`config.mk`:
```
export PLATFORM = sky130hd
export DESIGN_NAME = median_rank_select
export DESIGN_NICKNAME = d
export VERILOG_FILES = /design/src/rtl/median_rank_select.sv
export SDC_FILE = /design/constraint.sdc
export NUM_CORES = 1
export LEC_CHECK = 0
export ABC_AREA = 1
export BUFFER_PORTS_ARGS = -buffer_cell sky130_fd_sc_hd__buf_4
export CAP_MARGIN = 20
export CORE_ASPECT_RATIO = 1.1
export CORE_MARGIN = 2
export CORE_UTILIZATION = 54
export CTS_CLUSTER_SIZE = 40
export DETAILED_ROUTE_END_ITERATION = 6
export PLACE_DENSITY_LB_ADDON = 0.15
export SETUP_SLACK_MARGIN = 0.02
export SLEW_MARGIN = 20
export SYNTH_ARGS = -nofsm -noshare
export SYNTH_HDL_FRONTEND = slang
export SYNTH_SLANG_ARGS = --single-unit
```
`constraint.sdc`:
```
create_clock -name clk -period 9.3 [get_ports clk]
set_clock_uncertainty 0.05 [all_clocks]
set_input_delay 0.465 -clock clk [delete_from_list [all_inputs] [get_ports clk]]
set_output_delay 0.465 -clock clk [all_outputs]
set_load 0.01 [all_outputs]
```
`src/rtl/median_rank_select.sv`:
```
module median_rank_select #(
  parameter int N  = 5,
  parameter int DW = 8,
  localparam int IW  = (N > 1) ? $clog2(N) : 1,
  localparam int PW  = $clog2(N + 1),
  localparam int MID = (N - 1) / 2
) (
  input  logic          clk,
  input  logic          rst_n,
  input  logic          in_valid,
  input  logic          in_last,
  input  logic [DW-1:0] in_data,
  output logic          out_valid,
  output logic [DW-1:0] out_median,
  output logic [IW-1:0] out_index
);

  logic [DW-1:0] smp_q  [N];
  logic [IW-1:0] rank_q [N];
  logic [DW-1:0] smp_d  [N];
  logic [IW-1:0] rank_d [N];
  logic [PW-1:0] pos_q;
  logic [N-1:0]  lt, hit;
  logic [DW-1:0] sel_val;
  logic [IW-1:0] sel_idx;

  wire take = in_valid && (pos_q < PW'(N));
  wire done = in_valid && in_last;

  always_comb begin
    for (int j = 0; j < N; j++)
      lt[j] = take && (PW'(j) < pos_q) && (in_data < smp_q[j]);
    sel_val = '0;
    sel_idx = '0;
    for (int j = 0; j < N; j++) begin
      smp_d[j]  = smp_q[j];
      rank_d[j] = rank_q[j] + IW'(lt[j]);
      if (take && pos_q == PW'(j)) begin
        smp_d[j]  = in_data;
        rank_d[j] = IW'(j) - IW'($countones(lt));
      end
      hit[j] = (rank_d[j] == IW'(MID));
      if (hit[j]) begin
        sel_val = sel_val | smp_d[j];
        sel_idx = sel_idx | IW'(j);
      end
    end
  end

  always_ff @(posedge clk) begin
    if (!rst_n) begin
      pos_q      <= '0;
      out_valid  <= 1'b0;
      out_median <= '0;
      out_index  <= '0;
      for (int j = 0; j < N; j++) begin
        smp_q[j]  <= '0;
        rank_q[j] <= '0;
      end
    end else begin
      smp_q     <= smp_d;
      rank_q    <= rank_d;
      out_valid <= done;
      if (done) begin
        pos_q      <= '0;
        out_median <= sel_val;
        out_index  <= sel_idx;
      end else if (take) begin
        pos_q <= pos_q + 1'b1;
      end
    end
  end

  p_single_match_r2: assert property (@(posedge clk) disable iff (!rst_n)
    (done && pos_q == PW'(N - 1)) |-> ($countones(hit) == 1));

  p_index_range_r4: assert property (@(posedge clk) disable iff (!rst_n)
    out_valid |-> (out_index < IW'(N)));

  p_strobe_after_last_r5: assert property (@(posedge clk) disable iff (!rst_n)
    out_valid |-> $past(done));

  p_hold_result_r6: assert property (@(posedge clk) disable iff (!rst_n)
    !done |=> ($stable(out_median) && $stable(out_index)));

  p_idle_no_move_r7: assert property (@(posedge clk) disable iff (!rst_n)
    !in_valid |=> $stable(pos_q));

  p_full_drops_r8: assert property (@(posedge clk) disable iff (!rst_n)
    (in_valid && !in_last && pos_q == PW'(N)) |=> (pos_q == PW'(N)));

  p_restart_r9: assert property (@(posedge clk) disable iff (!rst_n)
    done |=> (pos_q == '0));

endmodule

```
# ---- After elaboration in Yosys (flattened, before gate mapping)
# Index checks and enable logic that the tools add are counted.
dict set report totals {
  in_bits 12
  output_inout_bits 12
  ff_bits 70
}
dict set report classes {
  muxes 19
  n_reduce_logical 19
  bitwise_logic 5
  eq_ne 9
  order_cmp 11
  add_sub_neg 15
}
# cell n
set ops {}
lappend ops {{2-to-1 mux 8 bit} 10}
lappend ops {{< comparator 8 bit} 5}
lappend ops {{OR 8 bit} 4}
lappend ops {{== test 3 x 2 -> 1 bit, second input constant} 7}
lappend ops {{adder 3 x 1 -> 3 bit} 6}
lappend ops {{2-to-1 mux 3 bit} 6}
lappend ops {{logical AND 1 bit} 17}
lappend ops {{subtractor 3 bit, first input constant} 3}
lappend ops {{< comparator 1 x 3 -> 1 bit, first input constant} 2}
lappend ops {{< comparator 2 x 3 -> 1 bit, first input constant} 2}
lappend ops {{adder 1 x 1 -> 2 bit} 2}
lappend ops {{2-to-1 mux 2 bit} 2}
lappend ops {{adder 2 x 2 -> 3 bit} 1}
lappend ops {{adder 3 x 1 -> 3 bit, second input constant} 1}
lappend ops {{== test 3 x 1 -> 1 bit, second input constant} 1}
lappend ops {{== test 3 bit, second input constant} 1}
lappend ops {{logical NOT 3 bit} 1}
lappend ops {{< comparator 3 bit, first input constant} 1}
lappend ops {{< comparator 3 bit, second input constant} 1}
lappend ops {{subtractor 1 x 3 -> 3 bit, first input constant} 1}
lappend ops {{subtractor 2 x 3 -> 3 bit, first input constant} 1}
lappend ops {{OR reduction 2 bit} 1}
lappend ops {{2-to-1 mux 1 bit} 1}
lappend ops {{inverter 1 bit} 1}

# ---- Logic depth before layout (Yosys ltp)
dict set report depth {
  ltp_word 19
  depth_mapped 23
}

# ---- Worst setup path before layout
# No wires, ideal clock.
dict set report synth_path {
  path_kind {input-to-reg}
  start {in in_data[1]}
  end {reg out_median[1]}
  cell_stages 19
  required_ns 9.192
  path_buffers 0
  setup_ns 0.058
  t_arrival_ns 3.697
  setup_slack_ns 5.495
  path_cell_list {ha_1 a21boi_0 o211ai_1 nand2_1 nand4_1 nand3_1 fa_1 inv_1 fa_1 inv_1 fa_1 inv_1 nand3_1 nand2_1 nor2_2 nand2_1 o21ai_1 o21ai_1 nand2_1}
}
dict set report synth_between {
  elab_chain_cells 17
  word_cells_on_any_way 48
}
# item line_no
set synth_rtl {}
lappend synth_rtl {{start, declared} 12} ;# input logic [DW-1:0] in_data,
lappend synth_rtl {{< comparator 8 bit} 32} ;# lt[j] = take && (PW'(j) < pos_q) && (in_data < smp_q[j]);
lappend synth_rtl {{logical AND 1 bit} 32}
lappend synth_rtl {{adder 1 x 1 -> 2 bit (implied by the code)} 40} ;# rank_d[j] = IW'(j) - IW'($countones(lt));
lappend synth_rtl {{adder 2 x 2 -> 3 bit (implied by the code)} 40}
lappend synth_rtl {{adder 3 x 1 -> 3 bit (implied by the code)} 40}
lappend synth_rtl {{subtractor 1 x 3 -> 3 bit} 40}
lappend synth_rtl {{2-to-1 mux 3 bit} 38} ;# if (take && pos_q == PW'(j)) begin
lappend synth_rtl {{== test 3 x 2 -> 1 bit} 42} ;# hit[j] = (rank_d[j] == IW'(MID));
lappend synth_rtl {{2-to-1 mux 8 bit} 43} ;# if (hit[j]) begin
lappend synth_rtl {{OR 8 bit} 44} ;# sel_val = sel_val | smp_d[j];
lappend synth_rtl {{2-to-1 mux 8 bit} 43}
lappend synth_rtl {{OR 8 bit} 44}
lappend synth_rtl {{2-to-1 mux 8 bit} 43}
lappend synth_rtl {{OR 8 bit} 44}
lappend synth_rtl {{2-to-1 mux 8 bit} 43}
lappend synth_rtl {{OR 8 bit} 44}
lappend synth_rtl {{2-to-1 mux 8 bit *} 43}
lappend synth_rtl {{end signal, assigned} 66} ;# out_median <= sel_val;
lappend synth_rtl {{end, declared} 14} ;# output logic [DW-1:0] out_median,
# Mark *: on every way between the ends. The rest lies on a longest branch, timed or not.
# A chain may end at the register's enable or synchronous reset.

# ---- Final worst setup path
dict set report layout_path {
  start {reg pos_q[2]}
  end {reg out_median[1]}
}
dict set report layout_between {
  elab_chain_cells 19
  word_cells_on_any_way 65
}
# item line_no
set layout_rtl {}
lappend layout_rtl {{start, declared} 22} ;# logic [PW-1:0] pos_q;
lappend layout_rtl {{start signal, assigned} 69} ;# pos_q <= pos_q + 1'b1;
lappend layout_rtl {{< comparator 3 bit} 27} ;# wire take = in_valid && (pos_q < PW'(N));
lappend layout_rtl {{logical AND 1 bit} 27}
lappend layout_rtl {{logical AND 1 bit (2 in a row)} 32}
lappend layout_rtl {{adder 1 x 1 -> 2 bit (implied by the code)} 40}
lappend layout_rtl {{adder 2 x 2 -> 3 bit (implied by the code)} 40}
lappend layout_rtl {{adder 3 x 1 -> 3 bit (implied by the code)} 40}
lappend layout_rtl {{subtractor 1 x 3 -> 3 bit} 40}
lappend layout_rtl {{2-to-1 mux 3 bit} 38}
lappend layout_rtl {{[... 2 more ...]} -}
lappend layout_rtl {{OR 8 bit} 44}
lappend layout_rtl {{2-to-1 mux 8 bit} 43}
lappend layout_rtl {{OR 8 bit} 44}
lappend layout_rtl {{2-to-1 mux 8 bit} 43}
lappend layout_rtl {{OR 8 bit} 44}
lappend layout_rtl {{2-to-1 mux 8 bit} 43}
lappend layout_rtl {{OR 8 bit} 44}
lappend layout_rtl {{2-to-1 mux 8 bit *} 43}
# Marks and branches as above.

==> metrics.csv <==
stage,metric,value,unit
die,full die area,8700,um^2
setup_path,crit-path cells,inv_4 -> nand2_1 -> nand2_1 -> inv_1 -> a21oi_1 -> nand3_1 -> fa_1 -> inv_1 -> fa_1 -> inv_1 -> fa_1 -> inv_1 -> nand3_1 -> nand2_1 -> nor2_2 -> nand2_1 -> o21ai_1 -> o21ai_1 -> nand2_1,
sta,min Tclk post-route,4410,ps
setup_path,worst-path maximum fanout,7,
global_routing,Total Routing Usage GR,0.275,
clock_network,"Clk pin slew, worst setup/hold paths",80,ps
setup_path,CP most frequent cell,nand2_1,
clock_network,Bufs on Longest Clock Path,2,
synthesis,Mapped Cells,604,
die,Initial Util,0.550,
cells_and_area,Ant. Diodes,0,
sta,Fmax,227,MHz
placement,DP Wirelength,8220,um
synthesis,"Avg Cell Area, Syn",7.12,um^2
routing,vias per inst,5.18,
sta,slew margin rel.,0.453,
synthesis,"Seq/Total Area, Yosys",0.326,
cells_and_area,layout cells sized above 1,0.119,
routing,final WL,10900,um
global_routing,met1 capacity usage during global routing,0.325,
clock_network,post-CTS setup buffers,0,
cells_and_area,Non-Filler Instances,737,
global_routing,first-pass GRT wire length,18100,um
sta,Setup Total Neg Slack,0,ps
global_routing,antenna violations before repair,0,
global_routing,grt total ovfl,0,
flow_run,number of max-cap violations,0,
clock_network,Post-CTS Hold Buffers,0,
global_routing,largest net degree at the start of global routing,58,
die,core box area,7830,um^2
cells_and_area,register area,1400,um^2
cells_and_area,final net count,683,
synthesis,number of synthesis warnings,0,
clock_network,TritonCTS clock tree,done,
power_and_ir_drop,Pleak,2.39,nW
clock_network,Post-CTS Resized,0,
placement,gp weighted congestion,0.901,
synthesis,Post-Syn Area,4300,um^2
min_path,min-delay worst type,input port to register,
global_routing,GRT busiest layer,met2,
routing,drt wl/cell,14.7,um
routing,DRT Pass-1 Iters,5,
synthesis,#FFs+latches synth,70,
power_and_ir_drop,PwrDens,154,nW/um^2
sta,Fin Hold WS,378,ps
sta,Worst-Margin Slew,818,ps
setup_path,CP Buf/Inv Count,5,
synthesis,Post-synth EDFFs,0,
die,site row count,34,
setup_path,Critical Path Slowest Stage Cell,fa_1,
placement,placed insts,721,
sta,period utilization,0.474,
setup_path,Crit. End Element,register,
clock_network,total CTS buffers,9,
sta,Final Hold Violating Endpoints,0,
global_routing,GR Util met3,0.0603,
setup_path,kind of critical path,register to register,
die,I/O pin cnt,24,
synthesis,Netlist cell types,39,
setup_path,CP peak stage delay,650,ps
routing,DRC viols,0,
sta,Final Setup Violations,0,
routing,vias,3819,
clock_network,clock sink count,70,
cells_and_area,Multi-input gate area,2400,um^2
power_and_ir_drop,maximum vdd drop,124,uV
cells_and_area,"Area growth, synth to finish",9.48,%
global_routing,vias in the first global route,3797,
status,run status,"finished, final reports clean",
setup_path,CP Launch Type,register,
clock_network,clk_lat worst skew,360,ps
setup_path,"CP delay by family, top",adder cells,
placement,PortBufs,23,
sta,RSZ-0062 raised after global routing,false,
die,DIE WIDTH,89.1,um
sta,pins over their slew limit,0,
synthesis,ys async rst share,0,
global_routing,grt met2 use,0.447,
cells_and_area,# fillers,793,
die,Die Ht,97.6,um
clock_network,Clock Root Buffer,clkbuf_8,
clock_network,# H-tree levels,3,
routing,Routed Antenna Nets,0,
routing,number of DRC markers in iteration 0,215,
setup_path,crit path DAT,4670,ps
synthesis,top_reg_cell synth,dfxtp_1,
setup_path,Required @ worst endpoint,9560,ps
[layout make-up]
class / instances / share of cell area
clock buffers: 9 / 0.0263
well taps: 108 / 0.0287
clock inverters: 7 / 0.0154
repair buffers: 24 / 0.0383
flip-flops and latches: 70 / 0.298
multi-input cells: 413 / 0.509
inverters: 106 / 0.0850
[tightest hold or removal path, stage by stage]
cell and delay [ps]:
buf_4 120, o21ai_1 90, nor2_1 90
[final timing paths]
| kind | start | to | slack [ps] | cells after the start |
|---|---|---|---|---|
| setup / recovery | pos_q[2] | out_median[1] | 4890 | 19 |
| hold / removal | in_data[0] | smp_q[8] | 380 | 3 |
| setup reg to reg | pos_q[2] | out_median[1] | 4890 | 19 |
| hold reg to reg | out_median[7] | out_median[7] | 400 | 2 |
[metrics by stage]
stage	utilization	power [mW]	setup WS [ps]	cell area (um^2)
3_5_place_dp	0.577	0.478	4750	4510
4_1_cts	0.602	0.728	4910	4710
3_3_place_gp	0.577	0.473	4880	4510
2_1_floorplan	-	0.436	5490	4310
6_report	0.602	0.724	4890	4710
5_1_grt	0.602	0.764	4520	4710
[registers in the layout (all words and copies together) (netlist names)]
signal,flops
pos_q,3
smp_q,40
out_median,8
out_valid,1
rank_q,15
out_index,3
[synthesized netlist by cell type (3+ instances only)]
cell type    n  area (um^2)
clkbuf_1     8         30.0
o21a_1      14          105
ha_1        44          551
fa_1         3         60.1
a21oi_1     26          130
dfxtp_1     70         1400
nor3_1       4         20.0
nand4_1     11         68.8
o21ai_1     10         50.1
nor2_2       4         25.0
o21ai_0     28          140
o211ai_1     3         22.5
nor2_4       5         56.3
nand2_2     12         75.1
o21ai_2      3         26.3
nor2_1      56          210
nand2_1    141          529
buf_6        6         67.6
nand3_1     27          135
inv_1      102          383
[layer usage]
layer  part of all wire  vias up
li1                   -     1950
met1               0.43     1740
met2               0.48       87
met3              0.041       42
met4              0.053        0
met5                  0        -
[layout by cell type (no fill, tap or decap), types with 3 or more instances in the layout]
master and n:
nand2_1 141, inv_1 102, dfxtp_1 70, nor2_1 56
ha_1 44, o21ai_0 28, nand3_1 27, a21oi_1 26
buf_4 24, o21a_1 14, nand2_2 12, nand4_1 11
o21ai_1 10, clkbuf_8 9, nor2_4 5, nor2_2 4
nor3_1 4, o211ai_1 3, o21ai_2 3, fa_1 3
[report_power, final]
| group | internal (mW) | switching [mW] | leakage (nW) | total, mW |
|---|---|---|---|---|
| combinational | 0.0508 | 0.0997 | 1.72 | 0.150 |
| sequential | 0.314 | 0.00729 | 0.569 | 0.322 |
| clock | 0.124 | 0.128 | 0.0956 | 0.252 |
[logic make-up after synthesis]
family / synth area share
AOI/OAI and AO/OA: 0.119
xor gates and xnor gates: 0.00611
and+or+nand+nor: 0.288
DFF: 0.326
other: 0.000872
adders and majority gates: 0.142
buffers and inverters: 0.118
Power figures use the tool's default switching activity.
